[config.mk]
export PLATFORM = sky130hd
export DESIGN_NAME = wake_signaller
export DESIGN_NICKNAME = d
export VERILOG_FILES = /design/src/rtl/wake_pkg.sv /design/src/rtl/wake_prescaler.sv /design/src/rtl/wake_ext_filter.sv /design/src/rtl/wake_signaller.sv
export SDC_FILE = /design/constraint.sdc
export NUM_CORES = 1
export LEC_CHECK = 0
export BUFFER_PORTS_ARGS = -buffer_cell sky130_fd_sc_hd__buf_2
export CAP_MARGIN = 20
export CORE_ASPECT_RATIO = 0.75
export CORE_UTILIZATION = 30
export DETAILED_ROUTE_END_ITERATION = 12
export GPL_ROUTABILITY_DRIVEN = 1
export SLEW_MARGIN = 20
export SYNTH_ARGS = -nofsm -noshare
export SYNTH_HDL_FRONTEND = slang
export SYNTH_SLANG_ARGS = --single-unit
[constraint.sdc]
create_clock -name clk -period 2.8 [get_ports clk]
set_clock_uncertainty 0.1 [all_clocks]
set_input_delay 0.14 -clock clk [delete_from_list [all_inputs] [get_ports clk]]
set_output_delay 0.14 -clock clk [all_outputs]
set_load 0.05 [all_outputs]
[src/rtl/wake_pkg.sv]
package wake_pkg;
  typedef enum logic [1:0] {
    CAUSE_NONE  = 2'd0,
    CAUSE_APP   = 2'd1,
    CAUSE_SNIFF = 2'd2,
    CAUSE_EXT   = 2'd3
  } cause_t;

  // Pin vector {data, sda, scl}; the application pattern waits for its delay.
  function automatic logic [2:0] pin_pattern(cause_t c, logic app_go);
    case (c)
      CAUSE_APP:   return app_go ? 3'b110 : 3'b000;
      CAUSE_SNIFF: return 3'b100;
      CAUSE_EXT:   return 3'b101;
      default:     return 3'b000;
    endcase
  endfunction

  // Same-cycle priority: external, then sniff, then application timer.
  function automatic cause_t pick_cause(logic ext, logic sniff, logic app);
    if (ext)        return CAUSE_EXT;
    else if (sniff) return CAUSE_SNIFF;
    else if (app)   return CAUSE_APP;
    else            return CAUSE_NONE;
  endfunction
endpackage

[src/rtl/wake_prescaler.sv]
module wake_prescaler #(
  parameter int W = 8
) (
  input  logic         clk,
  input  logic         rst_n,
  input  logic         restart,
  input  logic         run,
  input  logic         rc_tick,
  input  logic [W-1:0] div_cfg,
  input  logic [W-1:0] cnt_cfg,
  output logic         div_tick,
  output logic         app_fire
);
  logic [W-1:0] pre_cnt;
  logic [W-1:0] app_cnt;

  assign div_tick = rc_tick && (pre_cnt == div_cfg);
  assign app_fire = run && div_tick && (app_cnt == cnt_cfg);

  always_ff @(posedge clk or negedge rst_n) begin
    if (!rst_n) begin
      pre_cnt <= '0;
      app_cnt <= '0;
    end else if (restart) begin
      pre_cnt <= '0;
      app_cnt <= '0;
    end else if (rc_tick) begin
      pre_cnt <= div_tick ? '0 : pre_cnt + 1'b1;
      if (div_tick && run)
        app_cnt <= (app_cnt == cnt_cfg) ? '0 : app_cnt + 1'b1;
    end
  end

  AST_FIRE_ON_TICK: assert property (@(posedge clk) disable iff (!rst_n)
    app_fire |-> rc_tick && run) else $error("app fire off tick");
endmodule

[src/rtl/wake_ext_filter.sv]
module wake_ext_filter #(
  parameter int FILT = 2
) (
  input  logic clk,
  input  logic rst_n,
  input  logic restart,
  input  logic rc_tick,
  input  logic sda_in,
  input  logic scl_in,
  output logic ext_fire
);
  localparam int CW = $clog2(FILT + 1);
  localparam logic [CW-1:0] LAST = CW'(FILT - 1);

  logic          both_low;
  logic [CW-1:0] low_cnt;

  assign both_low = !sda_in && !scl_in;
  assign ext_fire = rc_tick && both_low && (low_cnt == LAST);

  always_ff @(posedge clk or negedge rst_n) begin
    if (!rst_n)           low_cnt <= '0;
    else if (restart)     low_cnt <= '0;
    else if (rc_tick) begin
      if (!both_low)            low_cnt <= '0;
      else if (low_cnt != LAST) low_cnt <= low_cnt + 1'b1;
    end
  end

  AST_EXT_NEEDS_LOW: assert property (@(posedge clk) disable iff (!rst_n)
    ext_fire |-> !sda_in && !scl_in) else $error("ext fire with line high");
endmodule

[src/rtl/wake_signaller.sv]
module wake_signaller
  import wake_pkg::*;
#(
  parameter int W    = 8,
  parameter int FILT = 2
) (
  input  logic         clk,
  input  logic         rst_n,
  input  logic         rc_tick,
  input  logic [W-1:0] div_cfg,
  input  logic [W-1:0] cnt_cfg,
  input  logic [W-1:0] delay_cfg,
  input  logic         sniff_wake,
  input  logic         sda_in,
  input  logic         scl_in,
  input  logic         host_clear,
  output logic         data_pd,
  output logic         sda_pd,
  output logic         scl_pd,
  output logic [1:0]   wake_cause
);
  cause_t       cause_q;
  cause_t       winner;
  logic         asleep;
  logic         div_tick;
  logic         app_fire;
  logic         ext_fire;
  logic         app_go;
  logic [W-1:0] dly_cnt;
  logic [2:0]   pins;

  assign asleep = (cause_q == CAUSE_NONE);

  wake_prescaler #(.W(W)) u_pre (
    .clk(clk), .rst_n(rst_n), .restart(host_clear), .run(asleep),
    .rc_tick(rc_tick), .div_cfg(div_cfg), .cnt_cfg(cnt_cfg),
    .div_tick(div_tick), .app_fire(app_fire)
  );

  wake_ext_filter #(.FILT(FILT)) u_ext (
    .clk(clk), .rst_n(rst_n), .restart(host_clear), .rc_tick(rc_tick),
    .sda_in(sda_in), .scl_in(scl_in), .ext_fire(ext_fire)
  );

  assign winner = pick_cause(ext_fire, sniff_wake, app_fire);

  always_ff @(posedge clk or negedge rst_n) begin
    if (!rst_n) begin
      cause_q <= CAUSE_NONE;
      app_go  <= 1'b0;
      dly_cnt <= '0;
    end else if (host_clear) begin
      cause_q <= CAUSE_NONE;
      app_go  <= 1'b0;
      dly_cnt <= '0;
    end else if (asleep) begin
      cause_q <= winner;
      app_go  <= (winner == CAUSE_APP) && (delay_cfg == '0);
      dly_cnt <= '0;
    end else if (cause_q == CAUSE_APP && !app_go && div_tick) begin
      if (dly_cnt == delay_cfg - 1'b1) app_go <= 1'b1;
      else                             dly_cnt <= dly_cnt + 1'b1;
    end
  end

  assign pins       = pin_pattern(cause_q, app_go);
  assign data_pd    = pins[2];
  assign sda_pd     = pins[1];
  assign scl_pd     = pins[0];
  assign wake_cause = cause_q;

  AST_RESET_QUIET: assert property (@(posedge clk) disable iff (!rst_n)
    (cause_q == CAUSE_NONE) |-> !data_pd && !sda_pd && !scl_pd) else $error("pins while asleep");
  AST_APP_PATTERN: assert property (@(posedge clk) disable iff (!rst_n)
    sda_pd |-> data_pd && !scl_pd && cause_q == CAUSE_APP) else $error("bad app pins");
  AST_SNIFF_LATCH: assert property (@(posedge clk) disable iff (!rst_n)
    (asleep && sniff_wake && !ext_fire && !host_clear) |=> cause_q == CAUSE_SNIFF) else $error("sniff lost");
  AST_SCL_EXT_ONLY: assert property (@(posedge clk) disable iff (!rst_n)
    scl_pd |-> cause_q == CAUSE_EXT && data_pd) else $error("scl pulled w/o ext");
  AST_EXT_FIRST: assert property (@(posedge clk) disable iff (!rst_n)
    (asleep && ext_fire && !host_clear) |=> cause_q == CAUSE_EXT) else $error("ext not preferred");
  AST_CAUSE_HOLD: assert property (@(posedge clk) disable iff (!rst_n)
    (!asleep && !host_clear) |=> cause_q == $past(cause_q)) else $error("cause changed");
  AST_CLEAR_RELEASE: assert property (@(posedge clk) disable iff (!rst_n)
    host_clear |=> cause_q == CAUSE_NONE && !data_pd && !sda_pd && !scl_pd) else $error("clear ignored");
endmodule

Word level (Yosys, flattened, before mapping):

Cells that the tools add are included.

* add/sub/neg operators: 5
* $mul: 0
* divide/modulo/power cells: 0
* magnitude comparators: 0
* eq/ne operators: 11
* shift-type cells: 0
* multiplexer cells: 26
* bitwise operators: 0
* reductions and logical operators: 23

Operators by type and width (number)
* $mux 8: 11
* $add 8x1->8 const B: 3
* $eq 8x8->1: 3
* $mux 2: 8
* $logic_and 1x1->1: 9
* $pmux 3 s3: 1
* $logic_not 8->1: 1
* $reduce_and 2->1: 4
* $sub 8x1->8 const B: 1
* $eq 2x1->1 const B: 3
* $reduce_bool 2->1: 3
* $reduce_bool 3->1: 2
* $mux 1: 5
* $eq 2x2->1 const B: 2
* $logic_not 1->1: 3
* $mux 3: 1
* $ne 3x2->1 const B: 1
* $ne 3x3->1 const B: 1
* $add 2x1->2 const B: 1
* $logic_not 2->1: 1
* $ne 2x1->1 const B: 1

* register bits: 29
* bits in latches: 0
* memory bits (writable): 0
* memory bits (read-only): 0
* input bits: 31
* output and inout port bits: 5
* memories kept: 0

Depth between registers and ports, before layout:

Gate-level depths: netlist of the first run.

* depth in word-level cells: 11
* mapped depth: 10

Modules after synthesis:

Synthesis of the first run repeated with hierarchy kept, for this count alone.

* cell total of the unflattened synthesis: 241
* area total of the unflattened synthesis: 2130.8 µm²

Modules (own cells, without submodules)
* wake_prescaler: instances 1, cells each 120, area each 1079.8 µm², sequential area each 400.4 µm²
* wake_signaller: instances 1, cells each 107, area each 904.6 µm², sequential area each 275.3 µm²
* wake_ext_filter: instances 1, cells each 14, area each 146.4 µm², sequential area each 50.0 µm²

Worst setup path after synthesis of the first run:

OpenSTA, ideal clock, no wires.

* path kind: register -> register
* start point: register cause_q[1], in the netlist wake_cause[1]
* end point: register u_pre.app_cnt[7]
* setup time: 130 ps
* arrival time: 2183 ps
* required time: 2570 ps
* path slack: 387 ps
* cell stages (with the launch flop): 8
* path buffers: 2
* period minus slack after synthesis: 2413 ps
* cell sequence: dfrtp_1 clkbuf_1 or2_1 clkbuf_4 o41a_1 or4b_1 xor2_1 nor2_1

* longest elaborated chain between the ends: 4

Ends and longest elaborated chain
* from (decl): RTL line wake_signaller.sv:22 `cause_t cause_q;`
* from (signal assigned): RTL line wake_signaller.sv:57 `cause_q <= winner;`
* $logic_not 2->1: RTL line wake_signaller.sv:32 `assign asleep = (cause_q == CAUSE_NONE);`
* $logic_and 1x1->1: RTL line wake_prescaler.sv:29 `if (div_tick && run)`
* $reduce_bool 2->1 (no source line)
* $reduce_and 2->1 (no source line)
* to (signal assigned): RTL line wake_prescaler.sv:30 `app_cnt <= (app_cnt == cnt_cfg) ? '0 : app_cnt + 1'b1;`
* to (decl): RTL line wake_prescaler.sv:15 `logic [W-1:0] app_cnt;`

Every way passes these cells.
A chain may end at the register's enable or synchronous reset.

Final worst setup path of the first run:

* start point: register u_pre.pre_cnt[4]
* end point: register u_pre.app_cnt[7]

* longest elaborated chain between the ends: 5

Ends and longest elaborated chain
* from (decl): RTL line wake_prescaler.sv:14 `logic [W-1:0] pre_cnt;`
* from (signal assigned): RTL line wake_prescaler.sv:28 `pre_cnt <= div_tick ? '0 : pre_cnt + 1'b1;`
* $eq 8x8->1: RTL line wake_prescaler.sv:17 `assign div_tick = rc_tick && (pre_cnt == div_cfg);`
* $logic_and 1x1->1: RTL line wake_prescaler.sv:17
* $logic_and 1x1->1: RTL line wake_prescaler.sv:29
* $reduce_bool 2->1 (no source line)
* $reduce_and 2->1 (no source line)

Every way passes these cells.

==> metrics.txt, run 1 <==
Site Rows=25; total track usage=about 14%; DR DRC count=0; Die Ht=73.63 um; status=finished, final reports clean; sinks on the clock net=29; die width=~97 um; unrepaired setup endpoints after global routing=false; worst path required time=2.85 ns; largest net degree at the start of global routing=30; H-tree lvl count=2; Synth Instances=236; core outline area=0.006444 mm^2; Antenna Cells=0; Routed Antenna Nets=0; die area=0.007178 mm^2; dpl hpwl=about 3400 um; Setup TNS=0 ns; max_cap viols=0; Initial Util=31.84%; via count=1832; Final WS setup=0.4232 ns; TritonCTS clock tree=yes; global-route wire length before repair=just under 8000 um; Total Routed Length=4717 um; syn avg cell area=just under 9 um^2; post-cts resize count=0; Seq cells post-synth=29; WL/cell=13.25 um; Leak Pwr=0.9813 nW; pre-CTS WS=0.3841 ns; initial antenna violation count=0; Syn Nets=between 200 and 300; Hold Buf Count CTS=1; dominant cells by area after synthesis=dfrtp_1 35%, xnor2_1 10%, a21oi_1 5.1%; Reg clk slew, reported paths=0.07 ns; WP data arrival=2.43 ns; top_reg_cell synth=dfrtp_1; CP endpoint kind=register; Fmax achieved=420.7 MHz; Via density=roughly 5.1; count of input and output buffers=35; CP max FO=5; vias in the first global route=1727; Final Hold Vio Count=0; TritonRoute pass-1 iters=4; count leader, synth=dfrtp_1; Min-Delay Path Class=in -> reg; fin crit share=84.89%; 1st-iter DRT viols=86; clk buf depth=2; fin nets=310; PD cells=371.4 mW/mm^2; Synth Warn #=0; post-synth top area cell=dfrtp_1; share of cells above drive strength 1=18.18%; fin. max-slew vios=0; Worst VDD drop=0.0001299 V; slew margin rel.=53.31%; Clock Latency Late Sink=0.28 ns; gpl congestion=0.7942; Synth top cells by count=29 x dfrtp_1, 24 x nor2_1, 24 x xnor2_1, 21 x a21oi_1, 15 x nand2_1; post-synthesis sequential area ratio=35.37%; Num CTS Buffers=5; top-area cell type share of the netlist area=35.37%; Ports=36; Post-CTS Setup Bufs=0; worst slew pin tran=approximately 0.7 ns; CP Launch Type=register; Setup CP Type=reg -> reg; area growth from synthesis to layout=16.34%; EDFF count, synth=0; Synth Cell Area=between 0.002 and 0.0025 mm^2; Root Driver=clkbuf_8; Synth async-reset ratio=100.0%; Tmin final=2.377 ns; final setup violating endpoints=0; remaining global-route overflow=0; post-synthesis cell type count=43
## path summary, 6_finish.rpt
check | cells after the start | from | slack, ns | to
max in group asynchronous | 2 | rst_n | 1.80 | dly_cnt[7]$_DFFE_PN0P_
min | 4 | sniff_wake | 0.07 | wake_cause[0]$_DFFE_PN0P_
min in group asynchronous | 2 | rst_n | 0.34 | u_pre.pre_cnt[5]$_DFFE_PN0P_
min reg2reg | 2 | u_pre.pre_cnt[7]$_DFFE_PN0P_ | 0.46 | u_pre.pre_cnt[7]$_DFFE_PN0P_
max reg2reg | 6 | u_pre.pre_cnt[4]$_DFFE_PN0P_ | 0.42 | u_pre.app_cnt[7]$_DFFE_PN0P_
max | 6 | u_pre.pre_cnt[4]$_DFFE_PN0P_ | 0.42 | u_pre.app_cnt[7]$_DFFE_PN0P_
## flip-flops by register name, summed over array words and instances, names as in the netlist
signal / flops
wake_cause: 2
u_pre.app_cnt: 8
u_ext.low_cnt: 2
dly_cnt: 8
u_pre.pre_cnt: 8
app_go: 1
## critical path, stage by stage, from the launching register on
cell	delay [ns]
dfrtp_1	0.42
xnor2_1	0.27
nand4_1	0.22
o41a_1	0.48
or4b_1	0.57
xor2_1	0.14
nor2_1	0.05
## per-layer routing
layer,routed length (um),GRT usage (%)
met5,0,0
met4,25,4.412
met3,116,2.854
met2,2130,23.47
met1,2445,17.55
## per-stage QoR
stage | total power, mW | hold slack (ns) | instances | utilization (%) | area, um^2
2_1_floorplan | 0.5050 | -0.2556 | 236 | - | 2052
3_3_place_gp | 0.5556 | 0.1270 | 347 | 35.61 | 2295
3_5_place_dp | 0.5574 | 0.1272 | 347 | 35.61 | 2295
4_1_cts | 0.8992 | 0.06577 | 356 | 37.05 | 2387
5_1_grt | 0.9331 | 0.07902 | 356 | 37.05 | 2387
6_report | 0.8866 | 0.06883 | 356 | 37.05 | 2387
## kinds of logic (layout without fill, tap and decap cells)
family / Yosys count / count (layout) / share of synthesized area [%]
AND/OR/NAND/NOR: 105 / 105 / 28.90
AO/OA/AOI/OAI: 48 / 48 / 13.72
XOR/XNOR: 30 / 30 / 12.80
flip-flops: 29 / 29 / 35.37
buffers and inverters: 15 / 54 / 4.207
adder cells (fa/ha/maj): 5 / 5 / 3.049
multiplexers: 4 / 4 / 1.951
## layout by cell type (no fill, tap or decap), types with 3 or more instances in the layout
cell type  synthesis  routed
nand4_1            6       6
nand2_1           15      15
xnor2_1           24      24
nor2b_1            3       3
ha_1               5       5
o21ai_1            4       4
and3_1             7       7
inv_1              6       6
nand3b_1           8       8
nand3_1           10      10
and2_1             3       3
buf_4              0       4
dfrtp_1           29      29
or3_1              3       3
or4_1              7       7
buf_2              2      35
clkbuf_8           0       5
o31ai_1            7       7
xor2_1             6       6
o21ai_0            8       8
nor3_1             5       5
a21oi_1           21      21
mux2i_1            4       4
nor2_1            24      24
## layout make-up
class	count	area (um^2)
clock buffers	6	72.57
well taps	81	101.3
flip-flops and latches	29	725.7
clock inverters	2	10.01
multi-input cells	192	1240
fillers	662	4056
repair buffers	40	215.2
inverters	6	22.52
## power breakdown
part	switching, mW	internal (mW)
sequential	0.00418	0.423
combinational	0.0731	0.0496
clock	0.165	0.172
Power figures use the tool's default switching activity.
==> inputs of run 2 (changes only) <==
==> constraint.sdc (replaced) <==
create_clock -name clk -period 2.1 [get_ports clk]
set_clock_uncertainty 0.1 [all_clocks]
set_input_delay 0.105 -clock clk [delete_from_list [all_inputs] [get_ports clk]]
set_output_delay 0.105 -clock clk [all_outputs]
set_load 0.05 [all_outputs]
==> run 2 against run 1 <==
- the run now ends with setup timing left
- first-iteration DRC count up 10%
- hold slack got worse by 0.044 ns
- sequential share of layout area shrank 4.7 points
- total power increased by 56%
- register-to-register slack worse by 0.43 ns
- die area unchanged
- core utilization increased by 7.0 points
- design area is 19% higher
- via count grew 9.0%
- critical path depth unchanged
- highest routed layer unchanged
- count of clock-buffer cells in the layout grew 1
==> metrics.txt, run 2 (synthesized netlist as in run 1, its figures left out) <==
CP Launch Type=register (unchanged); Setup CP Type=reg -> reg (unchanged); Pint=1.049 mW (was 0.6443 mW); sinks on the clock net=29 (unchanged); Total Routed Length=5370 um (was 4717 um); vias in the first global route=1806 (was 1727); global-route wire length before repair=8597 um (was 7810 um); Worst VDD drop=0.0002168 V (was 0.0001299 V); Clock Latency Late Sink=0.28 ns (about the same); fill count=644 (was 662); 1st-iter DRT viols=95 (was 86); H-tree lvl count=2 (unchanged); non-filler cells, final=395 (was 356); clk buf depth=2 (unchanged); Via density=5.053 (was 5.146); combinational power share=15.1% (was 13.8%); Fmax achieved=474.6 MHz (was 420.7 MHz); initial antenna violation count=0 (unchanged); Tot Pwr=1.382 mW (was 0.8866 mW); die area=0.007178 mm^2 (unchanged); leading cell type in the layout, fill and taps excluded=buf_4 (was buf_2); Cell Chain, Critical Path=xnor2_2, nand2_2, o41a_1, or4b_1, xor2_1, nor2_1 (was xnor2_1, nand4_1, o41a_1, or4b_1, xor2_1, nor2_1); max_cap viols=0 (unchanged); gpl congestion=0.7993 (was 0.7942); failing checks=setup timing; Slowest-stage cell, CP=or4b_1 (unchanged); Root Driver=clkbuf_8 (unchanged); fin nets=349 (was 310); power share of the sequential group=41.1% (was 48.2%); status=complete, but fails checks (was finished, final reports clean); unrepaired setup endpoints after global routing=true (was false); sw frac=24.14% (was 27.33%); worst path required time=2.21 ns (was 2.85 ns); final setup violating endpoints=1 (was 0); CP max FO=3 (was 5); slew margin rel.=53.72% (was 53.31%); CP endpoint kind=register (unchanged); largest net degree at the start of global routing=30 (unchanged); count of input and output buffers=35 (unchanged); die width=97.50 um (unchanged); via count=1996 (was 1832); Site Rows=25 (unchanged); Antenna Cells=0 (unchanged); switching power=0.3337 mW (was 0.2423 mW); CP max stage delay=0.53 ns (was 0.57 ns); Initial Util=31.84% (unchanged); WP data arrival=2.22 ns (was 2.43 ns); fin crit share=100.3% (was 84.89%); TritonCTS clock tree=yes (unchanged); Num CTS Buffers=5 (unchanged); Leak Pwr=1.233 nW (was 0.9813 nW); pre-CTS WS=-0.2030 ns (was 0.3841 ns); dpl hpwl=3885 um (was 3448 um); top flop regs=dly_cnt (8), u_pre.app_cnt (8), u_pre.pre_cnt (8) (unchanged); commonest non-fill, non-tap cells in the layout=40 x buf_4, 36 x buf_2, 27 x dfrtp_1 (was 35 x buf_2, 29 x dfrtp_1, 24 x nor2_1, 24 x xnor2_1, 21 x a21oi_1); fin. max-slew vios=0 (unchanged); core outline area=0.006444 mm^2 (unchanged); Final Hold Vio Count=0 (unchanged); WL/cell=13.59 um (was 13.25 um); total track usage=15.03% (was 13.72%); Reg clk slew, reported paths=0.07 ns (about the same); Tmin final=2.107 ns (was 2.377 ns); Die Ht=73.63 um (unchanged); Ports=36 (unchanged); TritonRoute pass-1 iters=4 (unchanged); worst slew pin tran=0.6942 ns (was 0.7004 ns); PD cells=487.3 mW/mm^2 (was 371.4 mW/mm^2); share of cells above drive strength 1=36.31% (was 18.18%); Finished Core Util=44.02% (was 37.05%); DR DRC count=0 (unchanged); Placed Cells=382 (was 347); Routed Antenna Nets=0 (unchanged); Min-Delay Path Class=in -> reg (unchanged); Final WS setup=-0.006902 ns (was 0.4232 ns); remaining global-route overflow=0 (unchanged); area growth from synthesis to layout=38.23% (was 16.34%); Clock Power Share=43.7% (was 38.0%)
## run 2: area by class of cell
| type | instances | area, um^2 | share of cell area [%] |
|---|---|---|---|
| multi-input combinational | 192 | 1355 | 47.77 |
| inverter | 6 | 22.52 | 0.7940 |
| clock buffer | 7 | 86.33 | 3.044 |
| clock inverter | 1 | 30.03 | 1.059 |
| timing repair buffer | 79 | 513.0 | 18.09 |
| tap | 81 | 101.3 | 3.573 |
| sequential | 29 | 728.2 | 25.67 |
## run 2: critical path: cells and delay by family, from the launching register on
family	cells	cell delay, ns
simple gates	3	0.72
compound gates	1	0.47
flops	1	0.41
xor+xnor	2	0.34
## run 2: path summary, 6_finish.rpt
path,from,endpoint,slack (ns),depth (start not counted)
hold / removal,sniff_wake,wake_cause[0]$_DFFE_PN0P_,0.02,4
setup reg to reg,u_pre.pre_cnt[3]$_DFFE_PN0P_,u_pre.app_cnt[7]$_DFFE_PN0P_,-0.007,6
hold reg to reg,u_pre.pre_cnt[7]$_DFFE_PN0P_,u_pre.pre_cnt[7]$_DFFE_PN0P_,0.46,2
max in group asynchronous,rst_n,wake_cause[1]$_DFFE_PN0P_,1.10,2
setup / recovery,u_pre.pre_cnt[3]$_DFFE_PN0P_,u_pre.app_cnt[7]$_DFFE_PN0P_,-0.007,6
min in group asynchronous,rst_n,u_pre.pre_cnt[6]$_DFFE_PN0P_,0.31,2
## run 2: stage by stage
| step | instance area (um^2) | hold WS, ns | TNS [ns] |
|---|---|---|---|
| 3_3_place_gp | 2560 | 0.09185 | -1.147 |
| 2_1_floorplan | 2064 | -0.2906 | -0.1913 |
| 6_report | 2836 | 0.02436 | -0.006902 |
| 4_1_cts | 2746 | 0.01957 | 0 |
| 5_1_grt | 2836 | 0.02742 | -0.3092 |
| 3_5_place_dp | 2560 | 0.09168 | -1.455 |
## run 2: power groups by stage
| stage | combinational (mW) | clock [mW] | sequential [mW] |
|---|---|---|---|
| after floorplan | 0.0918 | 0 | 0.584 |
| after global placement | 0.193 | 0 | 0.578 |
| after detailed placement | 0.195 | 0 | 0.578 |
| after CTS | 0.207 | 0.621 | 0.568 |
| after global routing | 0.229 | 0.650 | 0.568 |
| final | 0.209 | 0.604 | 0.568 |
## run 2: repair_timing
| item | 4_1_cts | 5_1_grt |
|---|---|---|
| endpoints found under the hold margin | 29 | 0 |
| setup endpoints to repair | 8 | 12 |
| gates resized for setup | 9 | 17 |
| pin swaps | 5 | 8 |
| setup buffers | 0 | 3 |
| cloned | 0 | 1 |
| hold buffers | 1 | 0 |
## run 2: metal layers
layer / track usage [%] / part of all wire [%] / routed length, um
met4: 3.922 / 1.5 / 80
met5: 0 / 0 / 0
met2: 21.83 / 41 / 2206
met3: 3.140 / 5.8 / 314
met1: 22.46 / 52 / 2768
==> inputs of run 3 (changes only) <==
==> constraint.sdc (replaced) <==
create_clock -name clk -period 1.7 [get_ports clk]
set_clock_uncertainty 0.1 [all_clocks]
set_input_delay 0.085 -clock clk [delete_from_list [all_inputs] [get_ports clk]]
set_output_delay 0.085 -clock clk [all_outputs]
set_load 0.05 [all_outputs]
==> run 3 against run 2 <==
- the run still ends with setup timing left
- final cell count increased by 4.3%
- critical path type unchanged
- clock power decreased by 4.3%
- wire length increased by 4.6%
==> metrics.txt, run 3 (synthesized netlist as in run 1, its figures left out) <==
status=complete, but fails checks (unchanged); failing checks=setup timing (unchanged); H-tree lvl count=2 (unchanged); fin nets=366 (was 349); CP Launch Type=register (unchanged); Setup TNS=-6.246 ns (was -0.006902 ns); Root Driver=clkbuf_8 (unchanged); Num CTS Buffers=5 (unchanged); vias in the first global route=2012 (was 1806); Worst VDD drop=0.0002291 V (was 0.0002168 V); worst slew pin tran=0.7023 ns (was 0.6942 ns); gpl congestion=0.7873 (was 0.7993); Final WS setup=-0.4159 ns (was -0.006902 ns); Via density=5.092 (was 5.053); slew margin rel.=53.18% (was 53.72%); via count=2098 (was 1996); final setup violating endpoints=26 (was 1); core outline area=0.006444 mm^2 (unchanged); fill count=644 (unchanged); leading cell type in the layout, fill and taps excluded=buf_4 (unchanged); top flop regs=dly_cnt (8), u_pre.app_cnt (8), u_pre.pre_cnt (8) (unchanged); initial antenna violation count=0 (unchanged); met2 WL=2434 um (was 2206 um); DR DRC count=0 (unchanged); Setup CP Type=reg -> reg (unchanged); Ports=36 (unchanged); TritonCTS clock tree=yes (unchanged); commonest non-fill, non-tap cells in the layout=53 x buf_4, 35 x buf_2, 27 x dfrtp_1 (was 40 x buf_4, 36 x buf_2, 27 x dfrtp_1); Final Hold Vio Count=0 (unchanged); worst path required time=1.82 ns (was 2.21 ns); Tot Pwr=1.562 mW (was 1.382 mW); pre-CTS WS=-0.5728 ns (was -0.2030 ns); CP max FO=2 (was 3); largest net degree at the start of global routing=30 (unchanged); TritonRoute pass-1 iters=4 (unchanged); Site Rows=25 (unchanged); max_cap viols=0 (unchanged); Metal-1 WL=2874 um (was 2768 um); unrepaired setup endpoints after global routing=true (unchanged); Fmax achieved=472.6 MHz (was 474.6 MHz); Tmin final=2.116 ns (was 2.107 ns); Antenna Cells=0 (unchanged); clk buf depth=2 (unchanged); fin crit share=124.5% (was 100.3%); Finished Core Util=46.17% (was 44.02%); Min-Delay Path Class=in -> reg (unchanged); post-route cell area=0.002975 mm^2 (was 0.002836 mm^2); CP endpoint kind=register (unchanged); fin. max-slew vios=0 (unchanged); Clock Latency Late Sink=0.29 ns (was 0.28 ns); sinks on the clock net=29 (unchanged); die area=0.007178 mm^2 (unchanged); Total Routed Length=5617 um (was 5370 um); die width=97.50 um (unchanged); remaining global-route overflow=0 (unchanged); WL/cell=13.63 um (was 13.59 um); Reg clk slew, reported paths=0.07 ns (about the same); count of input and output buffers=35 (unchanged); Initial Util=31.84% (unchanged); PD cells=524.9 mW/mm^2 (was 487.3 mW/mm^2); Routed Antenna Nets=0 (unchanged); dpl hpwl=3962 um (was 3885 um); 1st-iter DRT viols=134 (was 95); global-route wire length before repair=9639 um (was 8597 um); WP data arrival=2.23 ns (was 2.22 ns); total track usage=16.95% (was 15.03%); Die Ht=73.63 um (unchanged); area growth from synthesis to layout=45.00% (was 38.23%); Top Layer Used=met4 (unchanged); WL met3=263 um (was 314 um); share of cells above drive strength 1=39.88% (was 36.31%); post-placement cell area=0.002653 mm^2 (was 0.002560 mm^2); Leak Pwr=1.305 nW (was 1.233 nW)
run 3: changes by cell type in the layout (fill, tap and decap cells not counted), moves of 2 or more:
| cell | before | now |
|---|---|---|
| o21ai_0 | 8 | 2 |
| a22oi_2 | 0 | 2 |
| buf_6 | 2 | 4 |
| o31ai_2 | 3 | 0 |
| clkinv_2 | 0 | 2 |
| a22oi_1 | 2 | 0 |
| or4_4 | 4 | 0 |
| or4_1 | 3 | 7 |
| buf_4 | 40 | 53 |
| o31ai_1 | 4 | 7 |
| o21ai_2 | 0 | 6 |
run 3: layout make-up:
cell class | count | area (um^2) | area share, %
inverter | 6 | 22.52 | 0.7569
tap | 81 | 101.3 | 3.406
sequential | 29 | 728.2 | 24.47
timing repair buffer | 94 | 638.1 | 21.45
clock inverter | 2 | 10.01 | 0.3364
multi-input combinational | 194 | 1403 | 47.14
clock buffer | 6 | 72.57 | 2.439
run 3: path summary, 6_finish.rpt:
kind | slack (ns) | end | start | cells past startpoint
hold reg to reg | 0.47 | u_pre.app_cnt[7]$_DFFE_PN0P_ | u_pre.app_cnt[7]$_DFFE_PN0P_ | 2
min in group asynchronous | 0.28 | u_pre.pre_cnt[4]$_DFFE_PN0P_ | rst_n | 2
setup reg to reg | -0.42 | u_pre.app_cnt[7]$_DFFE_PN0P_ | u_pre.pre_cnt[2]$_DFFE_PN0P_ | 6
max in group asynchronous | 0.73 | wake_cause[1]$_DFFE_PN0P_ | rst_n | 2
setup / recovery | -0.42 | u_pre.app_cnt[7]$_DFFE_PN0P_ | u_pre.pre_cnt[2]$_DFFE_PN0P_ | 6
hold / removal | 0.02 | app_go$_DFFE_PN0P_ | delay_cfg[7] | 4
run 3: per-layer routing:
metal	global-route usage [%]	up-vias
met4	3.922	0
met1	24.35	1006
met5	0	-
li1	-	1046
met3	3.901	6
met2	25.87	40
run 3: report_power, final:
part / internal [mW] / leakage, nW / switching (mW)
sequential: 0.696 / 0.399 / 0.00488
clock: 0.284 / 0.0450 / 0.294
combinational: 0.134 / 0.861 / 0.148
total: 1.11 / 1.31 / 0.447
run 3: worst max-delay path, stage by stage (launching register included):
cell,delay (ns)
dfrtp_1,0.41
xnor2_2,0.18
nand3_2,0.11
o41a_1,0.47
or4b_1,0.53
xor2_1,0.15
nor2_1,0.08
run 3: timing repair:
action | CTS | global route
cloned | 2 | 0
resized for setup | 32 | 5
pin swaps | 31 | 10
hold buffers | 2 | 0
setup endpoints to repair | 26 | 26
buffers inserted | 4 | 6
endpoints found under the hold margin | 30 | 0
run 3: through the flow:
stage | std cells | hold slack [ns]
2_1_floorplan | 236 | -0.3106
3_3_place_gp | 392 | 0.07515
3_5_place_dp | 392 | 0.08005
4_1_cts | 407 | 0.02392
5_1_grt | 412 | 0.04892
6_report | 412 | 0.02225
